`src/rtl/cbt_pkg.sv`:
```
`timescale 1ns/1ps
package cbt_pkg;

    typedef enum logic [1:0] {
        ST_HALT = 2'd0,
        ST_SYNC = 2'd1,
        ST_SEG1 = 2'd2,
        ST_SEG2 = 2'd3
    } bt_state_e;

endpackage

```
`src/rtl/cbt_quantum_gen.sv`:
```
`timescale 1ns/1ps
module cbt_quantum_gen #(
    parameter int PRESC_W = 6
) (
    input  logic               clk,
    input  logic               rst,
    input  logic [PRESC_W-1:0] presc_i,
    input  logic               restart_i,
    output logic               tick_o
);
    localparam int CNT_W = PRESC_W + 1;

    logic [CNT_W-1:0] cnt_q;
    logic [CNT_W-1:0] limit;

    // one quantum spans 2*(presc+1) cycles: count 0 .. 2*presc+1
    assign limit  = {presc_i, 1'b1};
    assign tick_o = (cnt_q >= limit);

    always_ff @(posedge clk) begin
        if (rst) begin
            cnt_q <= '0;
        end else if (restart_i || tick_o) begin
            cnt_q <= '0;
        end else begin
            cnt_q <= cnt_q + 1'b1;
        end
    end

    AST_TICK_SPACED: assert property (@(posedge clk) disable iff (rst)
        tick_o |=> !tick_o);

endmodule

```
`src/rtl/cbt_rx_edge.sv`:
```
`timescale 1ns/1ps
module cbt_rx_edge #(
    parameter int STAGES = 2
) (
    input  logic clk,
    input  logic rst,
    input  logic rx_i,
    output logic rx_s_o,
    output logic fall_o
);
    logic [STAGES:0] sh_q;

    always_ff @(posedge clk) begin
        if (rst) begin
            sh_q <= '1;
        end else begin
            sh_q <= {sh_q[STAGES-1:0], rx_i};
        end
    end

    assign rx_s_o = sh_q[STAGES-1];
    assign fall_o = sh_q[STAGES] & ~sh_q[STAGES-1];

    AST_FALL_SINGLE: assert property (@(posedge clk) disable iff (rst)
        fall_o |=> !fall_o);

endmodule

```
`src/rtl/cbt_cfg_check.sv`:
```
`timescale 1ns/1ps
module cbt_cfg_check #(
    parameter int SEG_W   = 4,
    parameter int SJW_W   = 3,
    parameter int SEG_MAX = 8,
    parameter int SJW_MAX = 4
) (
    input  logic [SEG_W-1:0] prop_i,
    input  logic [SEG_W-1:0] ph1_i,
    input  logic [SEG_W-1:0] ph2_i,
    input  logic [SJW_W-1:0] sjw_i,
    output logic             err_o
);
    localparam int NSEG = 3;

    logic [SEG_W-1:0] segs [NSEG];
    logic [NSEG-1:0]  seg_bad;
    logic [SEG_W:0]   span1;
    logic             sjw_bad;

    assign segs[0] = prop_i;
    assign segs[1] = ph1_i;
    assign segs[2] = ph2_i;

    for (genvar g = 0; g < NSEG; g++) begin : g_range
        assign seg_bad[g] = (segs[g] == '0) || (segs[g] > SEG_W'(SEG_MAX));
    end

    assign sjw_bad = (sjw_i == '0) || (sjw_i > SJW_W'(SJW_MAX));
    assign span1   = {1'b0, prop_i} + {1'b0, ph1_i};

    assign err_o = (|seg_bad) || sjw_bad
                || (span1 < {1'b0, ph2_i})
                || (ph2_i < SEG_W'(sjw_i));

endmodule

```
`src/rtl/cbt_bit_timer.sv`:
```
`timescale 1ns/1ps
module cbt_bit_timer #(
    parameter int PRESC_W     = 6,
    parameter int SEG_W       = 4,
    parameter int SJW_W       = 3,
    parameter int SEG_MAX     = 8,
    parameter int SJW_MAX     = 4,
    parameter int SYNC_STAGES = 2
) (
    input  logic               clk,
    input  logic               rst,
    input  logic               rx,
    input  logic [PRESC_W-1:0] presc,
    input  logic [SEG_W-1:0]   seg_prop,
    input  logic [SEG_W-1:0]   seg_ph1,
    input  logic [SEG_W-1:0]   seg_ph2,
    input  logic [SJW_W-1:0]   sjw,
    input  logic               hard_sync_en,
    output logic               rx_bit,
    output logic               sample_strobe,
    output logic               bit_start,
    output logic               cfg_err
);
    import cbt_pkg::*;

    localparam int QCNT_W = $clog2(2*SEG_MAX + SJW_MAX + 1);

    bt_state_e         state_q, nxt_state;
    logic [QCNT_W-1:0] qcnt_q, nxt_qcnt;
    logic [SJW_W-1:0]  ext_q, nxt_ext;
    logic [SJW_W-1:0]  shr_q, nxt_shr;
    logic              done_q, nxt_done;
    logic              enter_sync, do_sample;
    logic [QCNT_W-1:0] len1_c, len2_c, late_err;

    logic tick, rx_s, fall;
    logic edge_ok, hard, resync_ok, late, early, early_restart, restart;

    cbt_cfg_check #(
        .SEG_W(SEG_W), .SJW_W(SJW_W), .SEG_MAX(SEG_MAX), .SJW_MAX(SJW_MAX)
    ) u_cfg (
        .prop_i(seg_prop), .ph1_i(seg_ph1), .ph2_i(seg_ph2), .sjw_i(sjw),
        .err_o(cfg_err)
    );

    cbt_rx_edge #(.STAGES(SYNC_STAGES)) u_rx (
        .clk(clk), .rst(rst), .rx_i(rx), .rx_s_o(rx_s), .fall_o(fall)
    );

    cbt_quantum_gen #(.PRESC_W(PRESC_W)) u_tq (
        .clk(clk), .rst(rst), .presc_i(presc),
        .restart_i(restart || cfg_err), .tick_o(tick)
    );

    // edge classification
    assign edge_ok   = fall && !cfg_err;
    assign hard      = edge_ok && hard_sync_en && (state_q != ST_HALT);
    assign resync_ok = edge_ok && !hard_sync_en && !done_q
                    && ((state_q == ST_SEG1) || (state_q == ST_SEG2));
    assign late      = resync_ok && (state_q == ST_SEG1);
    assign early     = resync_ok && (state_q == ST_SEG2);
    assign early_restart = early
                    && ((qcnt_q + QCNT_W'(sjw)) >= QCNT_W'(seg_ph2));
    assign restart   = hard || early_restart;
    assign late_err  = qcnt_q + 1'b1;

    // next-state logic
    always_comb begin
        nxt_state  = state_q;
        nxt_qcnt   = qcnt_q;
        nxt_ext    = ext_q;
        nxt_shr    = shr_q;
        nxt_done   = done_q;
        enter_sync = 1'b0;
        do_sample  = 1'b0;
        len1_c     = '0;
        len2_c     = '0;
        unique case (state_q)
            ST_HALT: begin
                if (!cfg_err) begin
                    nxt_state  = ST_SYNC;
                    enter_sync = 1'b1;
                end
            end
            ST_SYNC: begin
                if (tick) begin
                    nxt_state = ST_SEG1;
                    nxt_qcnt  = '0;
                end
            end
            ST_SEG1: begin
                if (late) begin
                    nxt_done = 1'b1;
                    nxt_ext  = (late_err >= QCNT_W'(sjw)) ? sjw : SJW_W'(late_err);
                end
                len1_c = QCNT_W'(seg_prop) + QCNT_W'(seg_ph1) + QCNT_W'(nxt_ext);
                if (tick) begin
                    if ((qcnt_q + 1'b1) >= len1_c) begin
                        nxt_state = ST_SEG2;
                        nxt_qcnt  = '0;
                        do_sample = 1'b1;
                    end else begin
                        nxt_qcnt = qcnt_q + 1'b1;
                    end
                end
            end
            ST_SEG2: begin
                if (early && !early_restart) begin
                    nxt_done = 1'b1;
                    nxt_shr  = sjw;
                end
                len2_c = QCNT_W'(seg_ph2) - QCNT_W'(nxt_shr);
                if (tick) begin
                    if ((qcnt_q + 1'b1) >= len2_c) begin
                        nxt_state  = ST_SYNC;
                        nxt_qcnt   = '0;
                        nxt_ext    = '0;
                        nxt_shr    = '0;
                        nxt_done   = 1'b0;
                        enter_sync = 1'b1;
                    end else begin
                        nxt_qcnt = qcnt_q + 1'b1;
                    end
                end
            end
        endcase
        if (restart) begin
            nxt_state  = ST_SYNC;
            nxt_qcnt   = '0;
            nxt_ext    = '0;
            nxt_shr    = '0;
            nxt_done   = 1'b0;
            enter_sync = 1'b1;
            do_sample  = 1'b0;
        end
        if (cfg_err) begin
            nxt_state  = ST_HALT;
            nxt_qcnt   = '0;
            nxt_ext    = '0;
            nxt_shr    = '0;
            nxt_done   = 1'b0;
            enter_sync = 1'b0;
            do_sample  = 1'b0;
        end
    end

    // state register
    always_ff @(posedge clk) begin
        if (rst) begin
            state_q <= ST_SYNC;
            qcnt_q  <= '0;
            ext_q   <= '0;
            shr_q   <= '0;
            done_q  <= 1'b0;
        end else begin
            state_q <= nxt_state;
            qcnt_q  <= nxt_qcnt;
            ext_q   <= nxt_ext;
            shr_q   <= nxt_shr;
            done_q  <= nxt_done;
        end
    end

    // outputs
    always_ff @(posedge clk) begin
        if (rst) begin
            bit_start     <= 1'b0;
            sample_strobe <= 1'b0;
            rx_bit        <= 1'b1;
        end else begin
            bit_start     <= enter_sync;
            sample_strobe <= do_sample;
            if (do_sample) begin
                rx_bit <= rx_s;
            end
        end
    end

    AST_STROBES_DISJOINT: assert property (@(posedge clk) disable iff (rst)
        !(bit_start && sample_strobe));
    AST_RXBIT_AT_SAMPLE: assert property (@(posedge clk) disable iff (rst)
        !$stable(rx_bit) |-> sample_strobe);
    AST_HALT_QUIET: assert property (@(posedge clk) disable iff (rst)
        cfg_err |=> !(bit_start || sample_strobe));
    AST_EXT_CAPPED: assert property (@(posedge clk) disable iff (rst)
        !cfg_err |-> (ext_q <= sjw));
    AST_ONE_RESYNC: assert property (@(posedge clk) disable iff (rst)
        done_q |=> (done_q || bit_start || (state_q == ST_HALT)));

endmodule

```
`config.mk`:
```
export PLATFORM = sky130hd
export DESIGN_NAME = cbt_bit_timer
export DESIGN_NICKNAME = d
export VERILOG_FILES = /design/src/rtl/cbt_pkg.sv /design/src/rtl/cbt_quantum_gen.sv /design/src/rtl/cbt_rx_edge.sv /design/src/rtl/cbt_cfg_check.sv /design/src/rtl/cbt_bit_timer.sv
export SDC_FILE = /design/constraint.sdc
export NUM_CORES = 1
export LEC_CHECK = 0
export ABC_AREA = 1
export BUFFER_PORTS_ARGS = -buffer_cell sky130_fd_sc_hd__buf_4
export CAP_MARGIN = 40
export CORE_UTILIZATION = 35
export DETAILED_ROUTE_END_ITERATION = 6
export MAX_ROUTING_LAYER = met4
export PLACE_DENSITY = 0.63
export SYNTH_ARGS = -nofsm -noshare
export SYNTH_HDL_FRONTEND = slang
export SYNTH_SLANG_ARGS = --single-unit
```
`constraint.sdc`:
```
create_clock -name clk -period 6.5 [get_ports clk]
set_clock_uncertainty 0.15 [all_clocks]
set_input_delay 0.975 -clock clk [delete_from_list [all_inputs] [get_ports clk]]
set_output_delay 0.975 -clock clk [all_outputs]
set_load 0.05 [all_outputs]
```
* Word-level counts from Yosys, hierarchy flattened
Cells that the tools add are included.
Storage, ports and cells: register bits after elaboration 27, word-level logic and storage cells 124
Cells by class: bitwise operators 2, reduce and logical (&&, ||, !) cells 42, add/subtract/negate cells 6, order comparisons 11, equal/unequal tests 14, mux-type cells 38
Operators by type and width (count):
- 2-to-1 mux 3 bit | 9
- 2-to-1 mux 5 bit | 5
- != test 4 x 3 -> 1 bit, second input constant | 5
- one-hot mux 5 bit (3 select lines) | 1
- 2-to-1 mux 1 bit | 14
- greater-than comparator 4 bit, second input constant | 3
- logical NOT 4 bit | 3
- logical OR 1 bit | 11
- adder 5 x 3 -> 5 bit | 2
- >= comparator 5 bit | 2
- logical AND 1 bit | 10
- 2-to-1 mux 2 bit | 5
- != test 2 x 1 -> 1 bit, second input constant | 5
- AND reduction 5 bit | 2
- one-hot mux 2 bit (4 select lines) | 1
- adder 7 x 1 -> 7 bit, second input constant | 1
- >= comparator 7 bit | 1
- one-hot mux 3 bit (2 select lines) | 1
- OR reduction 3 bit | 2
- adder 4 x 4 -> 5 bit | 1
- adder 5 x 1 -> 5 bit, second input constant | 1
- >= comparator 5 x 3 -> 1 bit | 1
- >= comparator 5 x 4 -> 1 bit | 1
- < comparator 5 x 4 -> 1 bit | 1
- other kinds (18) | 25

* Longest topological paths before layout
word-level depth 24, mapped depth 31, mapped depth without buffers 31

* Cells and area by module
Synthesis repeated with hierarchy kept, for this count alone.
Unflattened totals: cells, all modules 443, area total of the unflattened synthesis 2964.1 um2
Modules (own cells, without submodules):
- cbt_bit_timer | cells each 293, times used 1, area an instance 1999.4 um2, seq. area each 340.3 um2
- cbt_quantum_gen | cells each 70, times used 1, area an instance 486.7 um2, seq. area each 140.1 um2
- cbt_cfg_check | cells each 68, times used 1, area an instance 384.1 um2, seq. area each 0.0 um2
- cbt_rx_edge | cells each 12, times used 1, area an instance 93.8 um2, seq. area each 60.1 um2

* Worst setup path after synthesis
Ideal clock, no wire load.
path type input port to flip-flop, start in seg_prop[0], end reg state_q[0], required time 6230 ps, cell stages on the path 28, data arrival time 5118 ps, library setup time 120 ps, slack 1111 ps, path through ha_1 -> fa_1 -> xor2_1 -> ha_1 -> nand2_1 -> inv_1 -> nand4_1 -> nor2_1 -> nor2_4 -> nor2_8 -> nand4_4 -> inv_2 -> nand3_1 -> and2_1 -> ha_1 -> fa_1 -> or2_2 -> nand2_1 -> ha_1 -> a21oi_1 -> o21a_1 -> nand4_1 -> nand2_1 -> inv_1 -> nand2_1 -> nand4_1 -> nand3_1 -> nand3_1
Between the ends: longest elaborated chain between the ends 21, elaborated cells on any way between the ends 38, those cells by class add/sub: 3; order compare: 4; eq/ne: 5; mux: 6; reduce/logical: 20
RTL lines:
- from (decl) | RTL line cbt_bit_timer.sv:14 | input logic [SEG_W-1:0] seg_prop,
- branches (longest 21 deep; another with adder 4 x 4 -> 5 bit)
- to (signal assigned) | RTL line cbt_bit_timer.sv:156 | state_q <= nxt_state;
- to (decl) | RTL line cbt_bit_timer.sv:28 | bt_state_e state_q, nxt_state;
Parallel ways; which one is timed is not known. The select of a mux whose other input is x is not followed. A chain may end at the register's enable or synchronous reset.

* Final worst setup path
Same ends and word-level chain as after synthesis.

==> flow_summary_export.csv <==
group,metric,value,unit
global_route,grt_pass1_wl,10.4,mm
global_route,grt_usage,0.155,
finish,finalCoreUtilization,0.408,
sta,finalSetupViolCount,0,
synthesis,yosys.area.top_type,"ha_1",
drt,route.detailed.drc,0,
synthesis,ys_seq_area_frac,0.194,
sta,period_needed,5.65,ns
worst_setup_path,crit_type,"input pin to flop",
pwr,p_total,0.370,mW
clocking,cts_buffers,3,
global_route,antenna_found_initial,0,
sta,hold_viol,0,
sta,rsz0062_at_grt,"false",
synthesis,yosysWarnings,0,
worst_setup_path,cp-start-kind,"input pin",
synthesis,ys_seq_elements,27,
placed_design,place_area,3100,um^2
synthesis,ys_types,34,
drt,wire_per_inst,11.5,um
sta,layout_worst_path_cycle_share,0.869,
sta,max_freq,177,MHz
drt,final_antenna_net_count,0,
global_route,grt_overflow_total,0,
clocking,clock_latency,0.28,ns
flow_run,cap_viol_max_count,0,
clocking,cts_sinks,27,
worst_setup_path,arrival,5.69,ns
sta,worst_pin_slew,0.633,ns
finish,antenna_cells,0,
clocking,clkSlewWorstSetupHoldPaths,0.11,ns
floorplanning,start_util,0.361,
drt,drt-total-wl,5.92,mm
worst_setup_path,cp.required,6.54,ns
drt,drt_iter0_drc,111,
clocking,ctsResizeCount,0,
clocking,clockBufferDepth,2,
floorplanning,die_h,91.3,um
worst_setup_path,cpMaxStageDelayCell,"fa_1",
floorplanning,die_area,8330,um^2
sta,relSlewSlack,0.576,
clocking,cts-htree-levels,1,
worst_setup_path,endpoint_kind,"flop",
synthesis,syn-num-nets,461,
global_route,grt_max_degree,17,
clocking,cts_root_buf,"clkbuf_8",
synthesis,syn_inst,386,
floorplanning,io_pins,29,
drt,routed_via_density,4.82,
worst_setup_path,rr_startpoint,"qcnt_q[0]",
synthesis,synth_area,2790,um^2
worst_setup_path,r2r_slack,1.44,ns
worst_setup_path,reg2reg_depth,25,
clocking,hold_buffers,0,
finish,synthToLayoutAreaGrowth,13.0,%
drt,vias,2494,
floorplanning,core-area,7730,um^2
placed_design,gp_congestion,0.902,
worst_setup_path,critical_path.max_stage_delay,0.40,ns
synthesis,avgSynthCellArea,7.23,um^2
min_path,hold_start,"u_rx.sh_q[0]",
floorplanning,rows,32,
finish,design_area,3150,um^2
sta,final-max-slew-violation-count,0,
min_path,min_path_type,"flop to flop",
worst_setup_path,critPathMaxFanout,7,
pwr,power.density,117,nW/um^2
global_route,grt_pass1_vias,2413,
synthesis,synthTopCellsByArea,"ha_1, dfxtp_1, nand2_1, inv_1, nand3_1",
min_path,holdPathEnd,"u_rx.sh_q[1]",
sta,finalSetupTns,0,ns
pwr,p_leak,1.61,nW
clocking,cts_setup_buffers,0,
placed_design,io_buffers,28,
worst_setup_path,worstReg2RegEnd,"state_q[0]",
pwr,vdd_drop_max,0.0000657,V
min_path,hold_depth,1,
drt,drt_pass1_iterations,4,
finish,drive_above_1_share,0.159,
synthesis,yosysTopAreaCellShare,0.206,
outcome,outcome,"finished, final reports clean",
finish,nets,491,
floorplanning,die_x,91.3,um
placed_design,place_hpwl,5.05,mm
clocking,cts_tree,"built",
## routing by layer
layer | wire length (um) | up-vias | GRT usage
li1 | - | 1323 | -
met1 | 2940 | 1126 | 0.194
met2 | 2740 | 39 | 0.265
met3 | 172 | 6 | 0.0134
met4 | 74 | 0 | 0.0463
met5 | 0 | - | -
## cells in the mapped netlist, drive strengths merged
master  count
nand2      72
inv        67
ha         46
nor2       44
nand3      32
dfxtp      27
a21oi      25
nand4      15
o21ai      15
xor2       14
or2         5
fa          4
a31oi       3
o21a        3
a21boi      2
buf         2
nand3b      2
nor3        2
o31ai       2
xnor2       2
and2        1
clkbuf      1
## cell usage in the layout, fill, tap and decap left out, types with 6 or more instances in the layout
cell type / count
nand2_1: 68
inv_1: 64
ha_1: 46
nor2_1: 33
nand3_1: 30
buf_4: 28
dfxtp_1: 27
a21oi_1: 19
o21ai_0: 15
xor2_1: 14
nand4_1: 13
nor2_2: 7
a21oi_2: 6
## worst max path at each step
stage,end,slack [ns],from
6_report,state_q[0],0.85,seg_prop[0]
5_1_grt,qcnt_q[0],0.47,seg_prop[0]
4_1_cts,state_q[0],0.86,seg_prop[0]
3_5_place_dp,state_q[0],0.55,seg_prop[0]
3_3_place_gp,state_q[0],0.63,seg_prop[0]
2_1_floorplan,state_q[0],1.11,seg_prop[0]
## flip-flops by register name (all words and copies together) (netlist names)
signal	flops
shr_q	3
ext_q	3
qcnt_q	5
u_tq.cnt_q	7
u_rx.sh_q	3
sample_strobe	1
done_q	1
bit_start	1
state_q	2
rx_bit	1
## worst max-delay path: cells and delay by family
family	cells	cell delay, ns
buf+inv	4	0.38
fa+ha+maj	6	1.76
simple gates	16	2.05
compound gates	2	0.32
xor+xnor	1	0.18
## area by class of cell
class | instances | area [um^2]
flip-flops and latches | 27 | 541
fillers | 798 | 4570
well taps | 102 | 128
clock buffers | 3 | 41.3
clock inverters | 1 | 7.51
inverters | 67 | 256
repair buffers | 28 | 210
multi-input cells | 289 | 1970
## per-stage QoR
step | hold slack, ns | std cells | worst slack (ns)
after floorplan | 0.239 | 386 | 1.11
after global placement | 0.248 | 513 | 0.631
after detailed placement | 0.248 | 513 | 0.550
after CTS | 0.273 | 517 | 0.858
after global routing | 0.297 | 517 | 0.473
final | 0.270 | 517 | 0.850
## report_power, final
group / switching [mW] / internal, mW
clock: 0.0599 / 0.0437
sequential: 0.000927 / 0.167
combinational: 0.0590 / 0.0402
## cells by family (layout without fill, tap and decap cells)
family,after synthesis,after routing,synth area share
flip-flops,27,27,0.194
AND/OR/NAND/NOR,173,173,0.315
buffers and inverters,70,99,0.100
adder cells (fa/ha/maj),50,50,0.235
AO/OA/AOI/OAI,50,50,0.105
XOR/XNOR,16,16,0.0502
Note: power is estimated with default switching activity, not from simulation.
